--- src/rtl/ser_master_pkg.sv ---
package ser_master_pkg;

   typedef enum logic [2:0] {
      PH_IDLE,
      PH_ARM,
      PH_LEAD_LO,
      PH_LEAD_HI,
      PH_HIGH,
      PH_LOW
   } ph_state_t;

   // Divide value 0 cannot be split into whole ticks; it runs as 1.
   function automatic int eff_div(input int d);
      return (d == 0) ? 1 : d;
   endfunction

   function automatic int high_ticks(input int d);
      int e;
      e = eff_div(d);
      return (e % 2 == 0) ? (e / 2 + 1) : ((e + 1) / 2);
   endfunction

   function automatic int low_ticks(input int d);
      int e;
      e = eff_div(d);
      return (e % 2 == 0) ? (e / 2) : ((e + 1) / 2);
   endfunction

endpackage

--- src/rtl/ser_tick_gen.sv ---
module ser_tick_gen #(
   parameter int SYNC_STAGES = 2
) (
   input  logic clk,
   input  logic rst_n,
   input  logic src_ext,
   input  logic ext_clk,
   output logic tick
);

   localparam int LAST = SYNC_STAGES - 1;

   logic             half_q;
   logic [LAST:0]    sync_q;
   logic             ext_prev_q;
   logic             ext_rise;

   always_ff @(posedge clk or negedge rst_n) begin
      if (!rst_n) half_q <= 1'b0;
      else        half_q <= ~half_q;
   end

   genvar gi;
   generate
      for (gi = 0; gi < SYNC_STAGES; gi++) begin : g_sync
         if (gi == 0) begin : g_first
            always_ff @(posedge clk or negedge rst_n) begin
               if (!rst_n) sync_q[gi] <= 1'b0;
               else        sync_q[gi] <= ext_clk;
            end
         end else begin : g_next
            always_ff @(posedge clk or negedge rst_n) begin
               if (!rst_n) sync_q[gi] <= 1'b0;
               else        sync_q[gi] <= sync_q[gi-1];
            end
         end
      end
   endgenerate

   always_ff @(posedge clk or negedge rst_n) begin
      if (!rst_n) ext_prev_q <= 1'b0;
      else        ext_prev_q <= sync_q[LAST];
   end

   assign ext_rise = sync_q[LAST] & ~ext_prev_q;
   assign tick     = src_ext ? ext_rise : half_q;

endmodule

--- src/rtl/ser_phase_ctl.sv ---
module ser_phase_ctl
   import ser_master_pkg::*;
#(
   parameter int WORD_W = 8,
   parameter int DIV_W  = 8
) (
   input  logic             clk,
   input  logic             rst_n,
   input  logic             start,
   input  logic             tick,
   input  logic [DIV_W-1:0] div_val,
   output logic             sclk,
   output logic             sen_n,
   output logic             oe,
   output logic             busy,
   output logic             done,
   output logic             load_ev,
   output logic             rise_ev,
   output logic             last_ev,
   output logic             end_ev
);

   localparam int CNT_W = DIV_W + 1;
   localparam int BIT_W = $clog2(WORD_W + 1);
   localparam logic [BIT_W-1:0] FULL_CNT = BIT_W'(WORD_W);
   localparam logic [BIT_W-1:0] PRE_CNT  = BIT_W'(WORD_W - 1);

   ph_state_t         state_q;
   logic [CNT_W-1:0]  hi_len_q, lo_len_q, cnt_q, cur_len;
   logic [BIT_W-1:0]  bits_q;
   logic              ph_end;
   logic              in_phase;

   always_comb begin
      unique case (state_q)
         PH_LEAD_LO, PH_LOW: cur_len = lo_len_q;
         default:            cur_len = hi_len_q;
      endcase
   end

   assign in_phase = (state_q != PH_IDLE) && (state_q != PH_ARM);
   assign ph_end   = in_phase && tick && (cnt_q == cur_len - CNT_W'(1));
   assign load_ev  = start && (state_q == PH_IDLE);
   assign rise_ev  = ph_end && ((state_q == PH_LEAD_HI) || (state_q == PH_LOW));
   assign last_ev  = rise_ev && (bits_q == PRE_CNT);
   assign end_ev   = ph_end && (state_q == PH_HIGH) && (bits_q == FULL_CNT);

   always_ff @(posedge clk or negedge rst_n) begin
      if (!rst_n) begin
         state_q  <= PH_IDLE;
         hi_len_q <= '0;
         lo_len_q <= '0;
         cnt_q    <= '0;
         bits_q   <= '0;
         sclk     <= 1'b0;
         sen_n    <= 1'b1;
         oe       <= 1'b0;
         busy     <= 1'b0;
         done     <= 1'b0;
      end else begin
         done <= 1'b0;
         if (in_phase && tick) begin
            cnt_q <= ph_end ? '0 : cnt_q + CNT_W'(1);
         end
         unique case (state_q)
            PH_IDLE: begin
               if (start) begin
                  state_q  <= PH_ARM;
                  hi_len_q <= CNT_W'(high_ticks(int'(div_val)));
                  lo_len_q <= CNT_W'(low_ticks(int'(div_val)));
                  busy     <= 1'b1;
               end
            end
            PH_ARM: begin
               if (tick) begin
                  state_q <= PH_LEAD_LO;
                  sen_n   <= 1'b0;
                  cnt_q   <= '0;
                  bits_q  <= '0;
               end
            end
            PH_LEAD_LO: begin
               if (ph_end) begin
                  state_q <= PH_LEAD_HI;
                  oe      <= 1'b1;
               end
            end
            PH_LEAD_HI: begin
               if (ph_end) begin
                  state_q <= PH_HIGH;
                  sclk    <= 1'b1;
                  bits_q  <= BIT_W'(1);
               end
            end
            PH_HIGH: begin
               if (ph_end) begin
                  sclk <= 1'b0;
                  if (bits_q == FULL_CNT) begin
                     state_q <= PH_IDLE;
                     sen_n   <= 1'b1;
                     busy    <= 1'b0;
                     done    <= 1'b1;
                  end else begin
                     state_q <= PH_LOW;
                  end
               end
            end
            PH_LOW: begin
               if (ph_end) begin
                  state_q <= PH_HIGH;
                  sclk    <= 1'b1;
                  bits_q  <= bits_q + BIT_W'(1);
                  if (bits_q == PRE_CNT) oe <= 1'b0;
               end
            end
            default: state_q <= PH_IDLE;
         endcase
      end
   end

endmodule

--- src/rtl/ser_shifter.sv ---
module ser_shifter #(
   parameter int WORD_W = 8
) (
   input  logic              clk,
   input  logic              rst_n,
   input  logic              load_ev,
   input  logic [WORD_W-1:0] tx_word,
   input  logic              rise_ev,
   input  logic              last_ev,
   input  logic              end_ev,
   input  logic              sdi,
   input  logic              oe,
   output logic              sdo,
   output logic [WORD_W-1:0] rx_word
);

   localparam int MSB = WORD_W - 1;

   logic [MSB:0] tx_sr_q;
   logic [MSB:0] rx_sr_q;

   always_ff @(posedge clk or negedge rst_n) begin
      if (!rst_n) begin
         tx_sr_q <= '0;
         rx_sr_q <= '0;
         rx_word <= '0;
      end else begin
         if (load_ev) begin
            tx_sr_q <= tx_word;
         end else if (rise_ev && !last_ev) begin
            tx_sr_q <= {tx_sr_q[MSB-1:0], 1'b0};
         end
         if (rise_ev) begin
            rx_sr_q <= {rx_sr_q[MSB-1:0], sdi};
         end
         if (end_ev) begin
            rx_word <= rx_sr_q;
         end
      end
   end

   assign sdo = oe & tx_sr_q[MSB];

endmodule

--- src/rtl/ser_master.sv ---
module ser_master #(
   parameter int WORD_W      = 8,
   parameter int DIV_W       = 8,
   parameter int SYNC_STAGES = 2
) (
   input  logic              clk,
   input  logic              rst_n,
   input  logic              start,
   input  logic [WORD_W-1:0] tx_word,
   input  logic [DIV_W-1:0]  div_val,
   input  logic              src_ext,
   input  logic              ext_clk,
   input  logic              sdi,
   output logic              sclk,
   output logic              sen_n,
   output logic              sdo,
   output logic              sdo_oe,
   output logic [WORD_W-1:0] rx_word,
   output logic              busy,
   output logic              done
);

   initial begin
      if (WORD_W < 2)      $fatal(1, "ser_master: WORD_W must be at least 2");
      if (DIV_W < 1)       $fatal(1, "ser_master: DIV_W must be at least 1");
      if (DIV_W > 16)      $fatal(1, "ser_master: DIV_W must not exceed 16");
      if (SYNC_STAGES < 2) $fatal(1, "ser_master: SYNC_STAGES must be at least 2");
   end

   logic src_q;
   logic tick;
   logic load_ev, rise_ev, last_ev, end_ev;

   ser_phase_ctl #(
      .WORD_W (WORD_W),
      .DIV_W  (DIV_W)
   ) i_ctl (
      .clk     (clk),
      .rst_n   (rst_n),
      .start   (start),
      .tick    (tick),
      .div_val (div_val),
      .sclk    (sclk),
      .sen_n   (sen_n),
      .oe      (sdo_oe),
      .busy    (busy),
      .done    (done),
      .load_ev (load_ev),
      .rise_ev (rise_ev),
      .last_ev (last_ev),
      .end_ev  (end_ev)
   );

   always_ff @(posedge clk or negedge rst_n) begin
      if (!rst_n)       src_q <= 1'b0;
      else if (load_ev) src_q <= src_ext;
   end

   ser_tick_gen #(
      .SYNC_STAGES (SYNC_STAGES)
   ) i_tick (
      .clk     (clk),
      .rst_n   (rst_n),
      .src_ext (src_q),
      .ext_clk (ext_clk),
      .tick    (tick)
   );

   ser_shifter #(
      .WORD_W (WORD_W)
   ) i_shift (
      .clk     (clk),
      .rst_n   (rst_n),
      .load_ev (load_ev),
      .tx_word (tx_word),
      .rise_ev (rise_ev),
      .last_ev (last_ev),
      .end_ev  (end_ev),
      .sdi     (sdi),
      .oe      (sdo_oe),
      .sdo     (sdo),
      .rx_word (rx_word)
   );

endmodule

--- config.mk ---
export PLATFORM = sky130hd
export DESIGN_NAME = ser_master
export DESIGN_NICKNAME = d
export VERILOG_FILES = /design/src/rtl/ser_master_pkg.sv /design/src/rtl/ser_tick_gen.sv /design/src/rtl/ser_phase_ctl.sv /design/src/rtl/ser_shifter.sv /design/src/rtl/ser_master.sv
export SDC_FILE = /design/constraint.sdc
export NUM_CORES = 1
export LEC_CHECK = 0
export CAP_MARGIN = 0
export CORE_MARGIN = 2
export CORE_UTILIZATION = 30
export DETAILED_ROUTE_END_ITERATION = 10
export SLEW_MARGIN = 0
export SYNTH_ARGS = -nofsm -noshare
export SYNTH_HDL_FRONTEND = slang
export SYNTH_SLANG_ARGS = --single-unit
--- constraint.sdc ---
create_clock -name clk -period 4.5 [get_ports clk]
set_clock_uncertainty 0.15 [all_clocks]
set_input_delay 0.9 -clock clk [delete_from_list [all_inputs] [get_ports clk]]
set_output_delay 0.9 -clock clk [all_outputs]
set_load 0.02 [all_outputs]
---- After elaboration in Yosys (flattened, before gate mapping) ----
Index checks and enable logic that the tools add are counted.
W data, S select, Z words.
storage, ports and cells
  flip-flop bits (word level) ............. 68
  bits of input ports ..................... 22
  output and inout bits ................... 14
operators by class
  $add $sub $neg .......................... 7
  equality and inequality tests ........... 18
  multiplexer cells ....................... 39
  bitwise logic cells ..................... 6
  reduce and logical (&&, ||, !) cells .... 30
operators with widths
  operator               number
  $mux W9                7
  $logic_not A32 Y1      1
  $mux W8                3
  $mux W3                6
  $reduce_and A4 Y1      4
  $pmux W3 S5            1
  $mux W1                14
  $mux W4                3
  $ne A2 B1 Y1 const B   6
  $pmux W4 S3            1
  $reduce_bool A2 Y1     5
  $add A8 B1 Y9 const B  1
  $add A9 B1 Y9          1
  $add A9 B1 Y9 const B  1
  $add A9 B2 Y9 const B  1
  $eq A9 B9 Y1           1
  $logic_and A1 B1 Y1    9
  $sub A9 B1 Y9 const B  1
  $add A7 B1 Y8          1
  $logic_not A8 Y1       1
  $pmux W1 S2            4
  $eq A3 B2 Y1 const B   2
  $eq A3 B3 Y1 const B   2
  $ne A2 B2 Y1 const B   3
  16 further kinds       21

---- Longest topological paths before layout ----
Gate-level depths: netlist of the first run.
  depth after elaboration ................. 12
  depth in mapped cells ................... 14
  depth with buffers taken out ............ 11

---- Hierarchy ----
From an unflattened synthesis of the first run, not the netlist that was laid out.
second synthesis, totals
  cells, all modules ...................... 407
  area, all modules ....................... 3,900.0 µm²
by module, submodules not included
  module         instances  cells an instance  area an instance (µm²)  sequential area each (µm²)
  ser_phase_ctl  1          328                2,692.6                 927.1
  ser_shifter    1          70                 1,051.0                 600.6
  ser_tick_gen   1          7                  116.4                   100.1
  ser_master     1          2                  40.0                    25.0

---- Worst setup path after synthesis of the first run ----
Ideal clock, no wire load.
  path type ............................... reg-to-reg
  start point ............................. register i_ctl.state_q[2]
  end point ............................... register i_shift.rx_sr_q[0]
  data arrival time ....................... 3.144 ns
  data required time ...................... 4.222 ns
  path slack .............................. 1.078 ns
  stages on the path, launching flop included .. 15
  path buffers ............................ 3
  period minus slack after synthesis ...... 3.422 ns
  path through ............................ dfrtp_1 buf_6 buf_6 nor3b_2 o21ai_2 o311ai_4 ha_1 nor2_1 and4_1 a41o_1 nand4_1 a211oi_2 and3_1 buf_2 mux2_1
between the ends
  word-level cells in the longest chain between the ends .. 7
  elaborated cells on any way between the ends .. 14
RTL lines
  element                                              line                                      source
  start, declared                                      ser_phase_ctl.sv:28                       ph_state_t state_q;
  start signal, assigned                               ser_phase_ctl.sv:50                       state_q <= PH_IDLE;
  start signal, assigned                               ser_phase_ctl.sv:68                       state_q <= PH_ARM;
  start signal, assigned                               ser_phase_ctl.sv:76                       state_q <= PH_LEAD_LO;
  $eq A3 B2 Y1 / $eq A3 B3 Y1 (equally long branches)  ser_phase_ctl.sv:35, ser_phase_ctl.sv:44
  $reduce_or A2 Y1                                     ser_phase_ctl.sv:35                       unique case (state_q)
  $mux W9                                              ser_phase_ctl.sv:35
  $sub A9 B1 Y9                                        ser_phase_ctl.sv:42                       assign ph_end = in_phase && tick && (cnt_q == cur_len - CNT_W'(1));
  $eq A9 B9 Y1                                         ser_phase_ctl.sv:42
  $logic_and A1 B1 Y1                                  ser_phase_ctl.sv:42
  $logic_and A1 B1 Y1 (*)                              ser_phase_ctl.sv:44                       assign rise_ev = ph_end && ((state_q == PH_LEAD_HI) || (state_q == PH_LOW));
  end signal, assigned                                 ser_shifter.sv:34                         rx_sr_q <= {rx_sr_q[MSB-1:0], sdi};
  end, declared                                        ser_shifter.sv:20                         logic [MSB:0] rx_sr_q;
Mark *: on every way between the ends. The rest lies on a longest branch, timed or not.
A chain may end at the register's enable or synchronous reset.

---- Worst setup path after layout of the first run ----
  start point ............................. register i_ctl.state_q[0]
  end point ............................... register i_shift.rx_word[7]
between the ends
  word-level cells in the longest chain between the ends .. 8
  elaborated cells on any way between the ends .. 14
RTL lines
  element                                              line                 source
  $eq A3 B2 Y1 / $eq A3 B3 Y1 (equally long branches)  ser_phase_ctl.sv:35
  $reduce_or A2 Y1                                     ser_phase_ctl.sv:35
  $mux W9                                              ser_phase_ctl.sv:35
  $sub A9 B1 Y9                                        ser_phase_ctl.sv:42
  $eq A9 B9 Y1                                         ser_phase_ctl.sv:42
  $logic_and A1 B1 Y1                                  ser_phase_ctl.sv:42
  $logic_and A1 B1 Y1 (*) (2 in series)                ser_phase_ctl.sv:46  assign end_ev = ph_end && (state_q == PH_HIGH) && (bits_q == FULL_CNT);
  end signal, assigned                                 ser_shifter.sv:37    rx_word <= rx_sr_q;
  end, declared                                        ser_shifter.sv:14    output logic [WORD_W-1:0] rx_word
Marked as above.

==> results list, run 1 <==
- In this run the number of H-tree levels came out at 3.
- Worst flop-to-flop path endpoint: i_shift.rx_word[7]
* Post-detail-place hpwl: 6720 µm
- 0 antenna diodes ended up in the layout.
* Arrival time of the worst setup path: 4.08 ns
- In this run the power spent charging and discharging nets is 0.282 mW.
- The routed layout has 3,052 vias.
- In this run the cell area measured after placement is 4560 µm².
- The number of nets handed over by synthesis was 424.
- At the pin with the least slew margin, the transition time is 0.931 ns.
* Pin count of the biggest net entering global routing: 37
- TritonCTS clock tree: done
* Final worst hold slack: 0.210 ns
* Post-route worst setup slack: 0.488 ns
* Die outline area: 14,600 µm²
- YS warnings: 0
* Initial core utilization: 30.7%
- Number of global-route vias before repair: 3,038
* Crit path time final: 4.01 ns
- CTS saw 66 sinks.
* Hold buffer count at CTS: 0
- Synthesis produced a netlist whose cell count is 397.
- Critical path, cell by cell: inv_4, nor2_4, o311ai_4, ha_1, nor2_1, and4_1, a41o_1, nand4_1, a2111oi_4, nand3_4, mux2_4
* Depth of the worst hold-timing path: 0
- Num CTS Buffers: 9
- The synthesized design contains 0 enable-type register cells.
- The first global-routing pass estimated 15,600 µm of wire.
* Flops & latches, synth: 66
- Clock tree root buffer cell: sky130_fd_sc_hd__clkbuf_16
- Site Rows: 42
* Power density cells: 286 nW/µm²
- R2R Path Start: i_ctl.state_q[0]
- In this run the remaining antenna-violating nets after routing total 0.
- The average instance in the mapped netlist occupies 10.3 µm².
- Endpoint of the worst hold-timing path: i_tick.sync_q[1]
- Setup violations remaining at the end of the flow were counted as 0.
- Summing every instance area after synthesis gives 4090 µm².
* Initial antenna violation count: 0
- Most common library cell in the layout ignoring fill and taps: sky130_fd_sc_hd__dfrtp_1
- The first TritonRoute pass finished after 4 iterations.
* Final design area excluding fillers: 4880 µm²
- In this run, flip-flops and latches consume 42.7% of the power.
- Final count of pins violating max slew: 0
- Once layout is complete, the utilization of the core stands at 36.7%.
* 1st-iter DRT viols: 285
* Layout Area Growth over Synthesis: 19.3%
- Number of cells in the design after placement: 590
- Async set-reset flop share out of synthesis: 100%
* Category of the worst setup path capture point: flop
* Leakage Power: 1.99 nW
- Largest stage delay, worst path: 0.84 ns
- Most frequent cells in the layout: sky130_fd_sc_hd__dfrtp_1 (65), sky130_fd_sc_hd__nand2_1 (45), sky130_fd_sc_hd__clkdlybuf4s50_1 (34), sky130_fd_sc_hd__o21ai_0 (20), sky130_fd_sc_hd__nor2_1 (18)
- Worst setup slack for register-to-register paths: 0.49 ns
* Total chip power: 1.40 mW
* WL/cell: 15.1 µm
- Number of maximum-capacitance constraint violations: 0
- Core box area: 13,300 µm²
- The clock network is responsible for 54.1% of the overall power.
- The congestion estimate from routability-driven global placement came to 0.860.
- For the final routed database, the setup TNS stands at 0 ns.
* Number of buffers between clock root and the deepest sink: 2
* Post-synthesis sequential area ratio: 40.4%
* Clock transition at path regs: 0.05 ns
* Reg2reg path depth: 11
- Worst rel slew slack: 37.8%
- The critical path in this run is classified as flop to flop.
- The post-route netlist has 14.7% of its cells at a drive strength greater than 1.
- Input and output buffers added on the ports amount to 35.
- The worst hold path belongs to the class flop to flop.
- 36 I/O pins were placed.
- Setup repair after global routing left no endpoint under its margin.
* Critical path's slowest cell: sky130_fd_sc_hd__dfrtp_1
* Number of vias per cell after detailed routing: 5.04
- Synth Flop Type: sky130_fd_sc_hd__dfrtp_1
* Total wire length after detailed routing: 9120 µm
* Endpoints failing hold: 0
- The number of buffers and inverters on the critical path is 1.
- In this run the worst path has a maximum fanout of 21.
* DRC violation count after routing: 0
- Final non-filler cell total: 605
* Internal Dissipation: 1.11 mW
- The final layout contains 452 nets.
- In this run switching power makes up 20.2% of total power.
* Post-CTS setup buffer count: 0
* Combinational group share of total power: 3.3%
- Synthesis instantiated 72 different standard cells from the library.
* Worst Setup Start Kind: flop
- The later pin in the worst-skew pair is clocked with a latency of 0.34 ns.
* Startpoint of the tightest hold check path: i_tick.sync_q[0]
* Post-CTS resize count: 0
- The flow ran to the end, and the final reports show no timing, DRC or antenna violations.
- Ratio of final minimum period to clock period: 89.1%
* Overall routing resource usage: 13.6%
* Max VDD drop: 0.000290 V
- Die Height: 121 µm
- Req. time, crit path: 4.57 ns
- Horizontal extent of the die: 121 µm
- OpenSTA, run right after detailed placement, puts the worst setup slack at 0.507 ns.
* Leftover overflow at the end of global routing: 0
- Upper clock frequency limit: 249 MHz
* Critical path's top delay family: simple AND/OR/NAND/NOR gates
power by group through the flow:
stage          Clock, mW  Sequential [mW]  Combinational (mW)
6_report           0.755            0.596              0.0458
2_1_floorplan          0            0.606              0.0103
5_1_grt            0.800            0.595              0.0515
3_3_place_gp           0            0.606              0.0464
4_1_cts            0.775            0.596              0.0472
3_5_place_dp           0            0.606              0.0471
synth_stat cells, types with 3 or more instances:
library cell | count | area (µm²)
sky130_fd_sc_hd__inv_1 | 8 | 30.0
sky130_fd_sc_hd__xor2_1 | 10 | 87.6
sky130_fd_sc_hd__a21oi_1 | 5 | 25.0
sky130_fd_sc_hd__a211o_1 | 3 | 26.3
sky130_fd_sc_hd__dfrtp_1 | 65 | 1630
sky130_fd_sc_hd__a22o_1 | 8 | 70.1
sky130_fd_sc_hd__and3_1 | 8 | 50.1
sky130_fd_sc_hd__nand3_1 | 13 | 65.1
sky130_fd_sc_hd__nor4_1 | 3 | 18.8
sky130_fd_sc_hd__mux2_4 | 8 | 120
sky130_fd_sc_hd__clkbuf_1 | 12 | 45.0
sky130_fd_sc_hd__buf_2 | 7 | 35.0
sky130_fd_sc_hd__mux2_1 | 8 | 90.1
sky130_fd_sc_hd__and2_1 | 4 | 25.0
sky130_fd_sc_hd__o311ai_4 | 3 | 78.8
sky130_fd_sc_hd__a21o_1 | 5 | 37.5
sky130_fd_sc_hd__nor2b_1 | 11 | 68.8
sky130_fd_sc_hd__nand3b_1 | 8 | 60.1
sky130_fd_sc_hd__xnor2_1 | 11 | 96.3
sky130_fd_sc_hd__buf_6 | 6 | 67.6
sky130_fd_sc_hd__mux2i_1 | 11 | 110
sky130_fd_sc_hd__ha_1 | 5 | 62.6
sky130_fd_sc_hd__nor3b_1 | 4 | 30.0
sky130_fd_sc_hd__nand2b_1 | 3 | 18.8
sky130_fd_sc_hd__o21ai_0 | 20 | 100
sky130_fd_sc_hd__nor2_1 | 18 | 67.6
sky130_fd_sc_hd__o21ai_2 | 5 | 43.8
sky130_fd_sc_hd__nand2_1 | 45 | 169
sky130_fd_sc_hd__o31a_1 | 3 | 26.3
sky130_fd_sc_hd__a2111oi_4 | 3 | 82.6
sky130_fd_sc_hd__o41ai_1 | 5 | 43.8
sky130_fd_sc_hd__nor3_1 | 10 | 50.1
sky130_fd_sc_hd__o21ai_1 | 11 | 55.1
how the worst max path moves through the flow:
stage,from,endpoint,slack (ns),depth (start not counted)
after floorplan,i_ctl.state_q[2],i_shift.rx_sr_q[0],1.08,14
after global placement,i_ctl.state_q[0],i_shift.rx_word[3],0.59,11
after detailed placement,i_ctl.state_q[0],i_ctl.bits_q[3],0.51,11
after CTS,i_ctl.state_q[0],i_shift.rx_word[5],0.49,11
after global routing,i_ctl.state_q[0],i_shift.rx_word[5],0.19,11
final,i_ctl.state_q[0],i_shift.rx_word[7],0.49,11
cell families after synthesis:
logic type / after synthesis / share of synthesized area (%)
DFF: 66 / 40.4
AOI/OAI and AO/OA: 97 / 21.2
and+or+nand+nor: 145 / 19.6
xor gates and xnor gates: 21 / 4.50
buffers and inverters: 35 / 4.59
adders and majority gates: 5 / 1.53
muxes: 28 / 8.11
routing by layer:
metal	up-vias	wire length [µm]	GRT usage [%]	part of all wire (%)
li1	1506	-	-	-
met1	1471	4450	18.4	49
met2	62	4170	20.7	46
met3	13	335	3.40	3.7
met4	0	161	5.67	1.8
met5	-	0	0	0
worst register-to-register path, stage by stage (launching register included):
cell                        delay [ns]
sky130_fd_sc_hd__dfrtp_1          0.84
sky130_fd_sc_hd__inv_4            0.11
sky130_fd_sc_hd__nor2_4           0.32
sky130_fd_sc_hd__o311ai_4         0.17
sky130_fd_sc_hd__ha_1             0.30
sky130_fd_sc_hd__nor2_1           0.11
sky130_fd_sc_hd__and4_1           0.21
sky130_fd_sc_hd__a41o_1           0.09
sky130_fd_sc_hd__nand4_1          0.29
sky130_fd_sc_hd__a2111oi_4        0.68
sky130_fd_sc_hd__nand3_4          0.26
sky130_fd_sc_hd__mux2_4           0.36
layout make-up:
type / instances / area [µm²]
clock buffers: 11 / 243
inverters: 10 / 40.0
fillers: 1324 / 8420
repair buffers: 42 / 398
well taps: 176 / 220
multi-input cells: 296 / 2250
flip-flops and latches: 66 / 1650
clock inverters: 4 / 76.3
No activity file was read; power rests on OpenSTA's default activity.
==> run 2: changes to the inputs <==
GPL_TIMING_DRIVEN = 0   (was unset)
==> results list, run 2 (synthesized netlist as in run 1, its figures left out) <==
- Outcome: completed
- Measured against its own limit, the worst slew margin works out to 42.7%.
- Largest stage delay, worst path: 0.64 ns
* Critical path, cell by cell: buf_6, buf_6, nor3b_2, o21ai_2, o311ai_4, ha_1, nor2_1, and4_1, a41o_1, nand4_1, a211oi_2, and3_1, buf_2, mux2_1
- For this design the top-level I/O count stands at 36.
- Derived from the worst setup path, the maximum achievable clock frequency is 252 MHz.
- Ratio of final minimum period to clock period: 88.3%
* Reg2reg path depth: 14
- Data on the critical path arrives at its endpoint at 4.04 ns.
* Capture point of the worst path: i_shift.rx_sr_q[5]
* Horizontal extent of the die: 121 µm
- Unrepaired setup endpoints after global routing: no
- Entering global routing, the biggest net connects 67 pins.
- Once detail routing completed, the nets flagged for antenna violations numbered 0.
- Cells with a size suffix above 1 make up 15.9% of the layout.
- H-tree Lvls: 3
- The routed layout has 3,178 vias.
- Die outline area: 14,600 µm²
* Req. time, crit path: 4.57 ns
* Number of global-route vias before repair: 3,157
- Final non-filler cell total: 623
- Along the worst path, the maximum fanout reaches 10.
- Site Rows: 42
- Crit path time final: 3.97 ns
- The worst setup path is launched from a flop.
* Insertion delay to the later sink of the worst-skew pair: 0.34 ns
- Number of vias per cell after detailed routing: 5.10
- Final count of pins violating max slew: 0
- Hold buffer count at CTS: 0
- Number of nets in the finished design: 469
* R2R Path Start: i_ctl.state_q[2]
* Worst setup path category: flop to flop
- Slew at the pin with the worst max-slew slack: 0.860 ns
- Gates resized during post-CTS repair numbered 0.
- Summed over all layers, the routed wires come to 9150 µm.
- Final sum of negative setup slack: 0 ns
* Category of the worst setup path capture point: flop
* Number of maximum-capacitance constraint violations: 0
- CTS sink count: 66
* Initial antenna violation count: 0
- Die Height: 121 µm
- The count of buffers added on input and output ports is 34.
- Overall routing resource usage: 13.8%
* Power density cells: 274 nW/µm²
* Number of cells in the design after placement: 607
* Setup crit start: i_ctl.state_q[2]
- Worst hold path type: flop to flop
- Clock-pin slew was measured on the worst setup and hold paths at 0.06 ns.
* Worst flop-to-flop path endpoint: i_shift.rx_sr_q[5]
- The tree is rooted in a sky130_fd_sc_hd__clkbuf_16.
- In the final routed layout, each cell accounts on average for 14.7 µm.
* TritonCTS clock tree: done
* Most common library cell in the layout ignoring fill and taps: sky130_fd_sc_hd__dfrtp_1
* Most frequent cells in the layout: sky130_fd_sc_hd__dfrtp_1 (65), sky130_fd_sc_hd__nand2_1 (45), sky130_fd_sc_hd__clkdlybuf4s50_1 (33), sky130_fd_sc_hd__o21ai_0 (20), sky130_fd_sc_hd__nor2_1 (18)
* DRC violation count after routing: 0
* Count of inserted antenna diode cells: 0
- In this run, CTS created clock tree buffers numbering 9.
- For this design the static power due to leakage is 2.03 nW.
- The worst hold path begins at i_tick.sync_q[0].
- DRT Pass-1 Iters: 5
* Endpoints failing hold: 0
- The longest clock path from root to sink contains 2 buffers.
- First-pass GRT wire length: 15,900 µm
- In this design, the critical path's most frequently occurring cell is sky130_fd_sc_hd__buf_6.
- Setup violations remaining at the end of the flow were counted as 0.
- The slowest stage of the critical path belongs to the cell sky130_fd_sc_hd__a211oi_2.
* Max VDD drop: 0.000280 V
- For this run the aggregate overflow at the end of global routing stands at 0.
* Total chip power: 1.36 mW
- In this run the register-to-register setup slack is 0.53 ns.
* Post-detail-place hpwl: 6700 µm
- The filler cells instantiated in the layout total 1,338.
- The number of setup buffers added after CTS is 0.
* Layout Area Growth over Synthesis: 21.1%
- Timing analysis after detailed placement gives a worst setup slack of 0.541 ns.
* Initial core utilization: 30.7%
- At the end of routability-driven placement, the weighted congestion stood at 0.864.
* Core box area: 13,300 µm²
* 1st-iter DRT viols: 206
- Post-route worst setup slack: 0.526 ns
[run 2: final cells by class]
cell class	instances	area (µm²)	share of cell area, %
Timing Repair Buffer	34	338	6.83
Buffer	25	148	2.98
Clock inverter	6	65.1	1.31
Sequential cell	66	1650	33.4
Tap cell	176	220	4.45
Inverter	10	40.0	0.809
Multi-Input combinational cell	296	2250	45.4
Clock buffer	10	239	4.83
[run 2: metal layers]
metal  GRT usage [%]  wire [µm]
met1            18.6       4430
met2            20.6       4090
met3            3.58        398
met4            6.47        227
met5               0          0
[run 2: stage by stage]
stage | cell area (µm²) | utilization, % | hold slack [ns]
CTS | 4950 | 37.2 | 0.199
detailed placement | 4640 | 34.9 | 0.186
floorplan | 4090 | - | 0.181
global route | 4950 | 37.2 | 0.219
global placement | 4650 | 35.0 | 0.182
finish | 4950 | 37.2 | 0.195
[run 2: power breakdown]
| part | internal (mW) | leakage [nW] | switching (mW) | total [mW] |
|---|---|---|---|---|
| sequential | 0.595 | 0.847 | 0.000384 | 0.595 |
| clock | 0.444 | 0.149 | 0.272 | 0.716 |
| combinational | 0.0210 | 1.04 | 0.0236 | 0.0446 |
| total | 1.06 | 2.03 | 0.296 | 1.36 |
[run 2: worst min-delay path by stage]
stage	slack, ns	cells past startpoint	endpoint
global placement	0.18	0	i_tick.sync_q[1]
finish	0.20	0	i_tick.sync_q[1]
floorplan	0.18	0	i_tick.sync_q[1]
global route	0.22	0	i_tick.sync_q[1]
detailed placement	0.19	0	i_tick.sync_q[1]
CTS	0.20	0	i_tick.sync_q[1]
[run 2: critical path, delay by kind of cell, from the launching register on]
kind / cells / cell delay [ns]
AOI/OAI and AO/OA: 4 / 1.05
DFF: 1 / 0.42
buffers and inverters: 3 / 0.51
muxes: 1 / 0.34
adders and majority gates: 1 / 0.30
and+or+nand+nor: 5 / 1.08
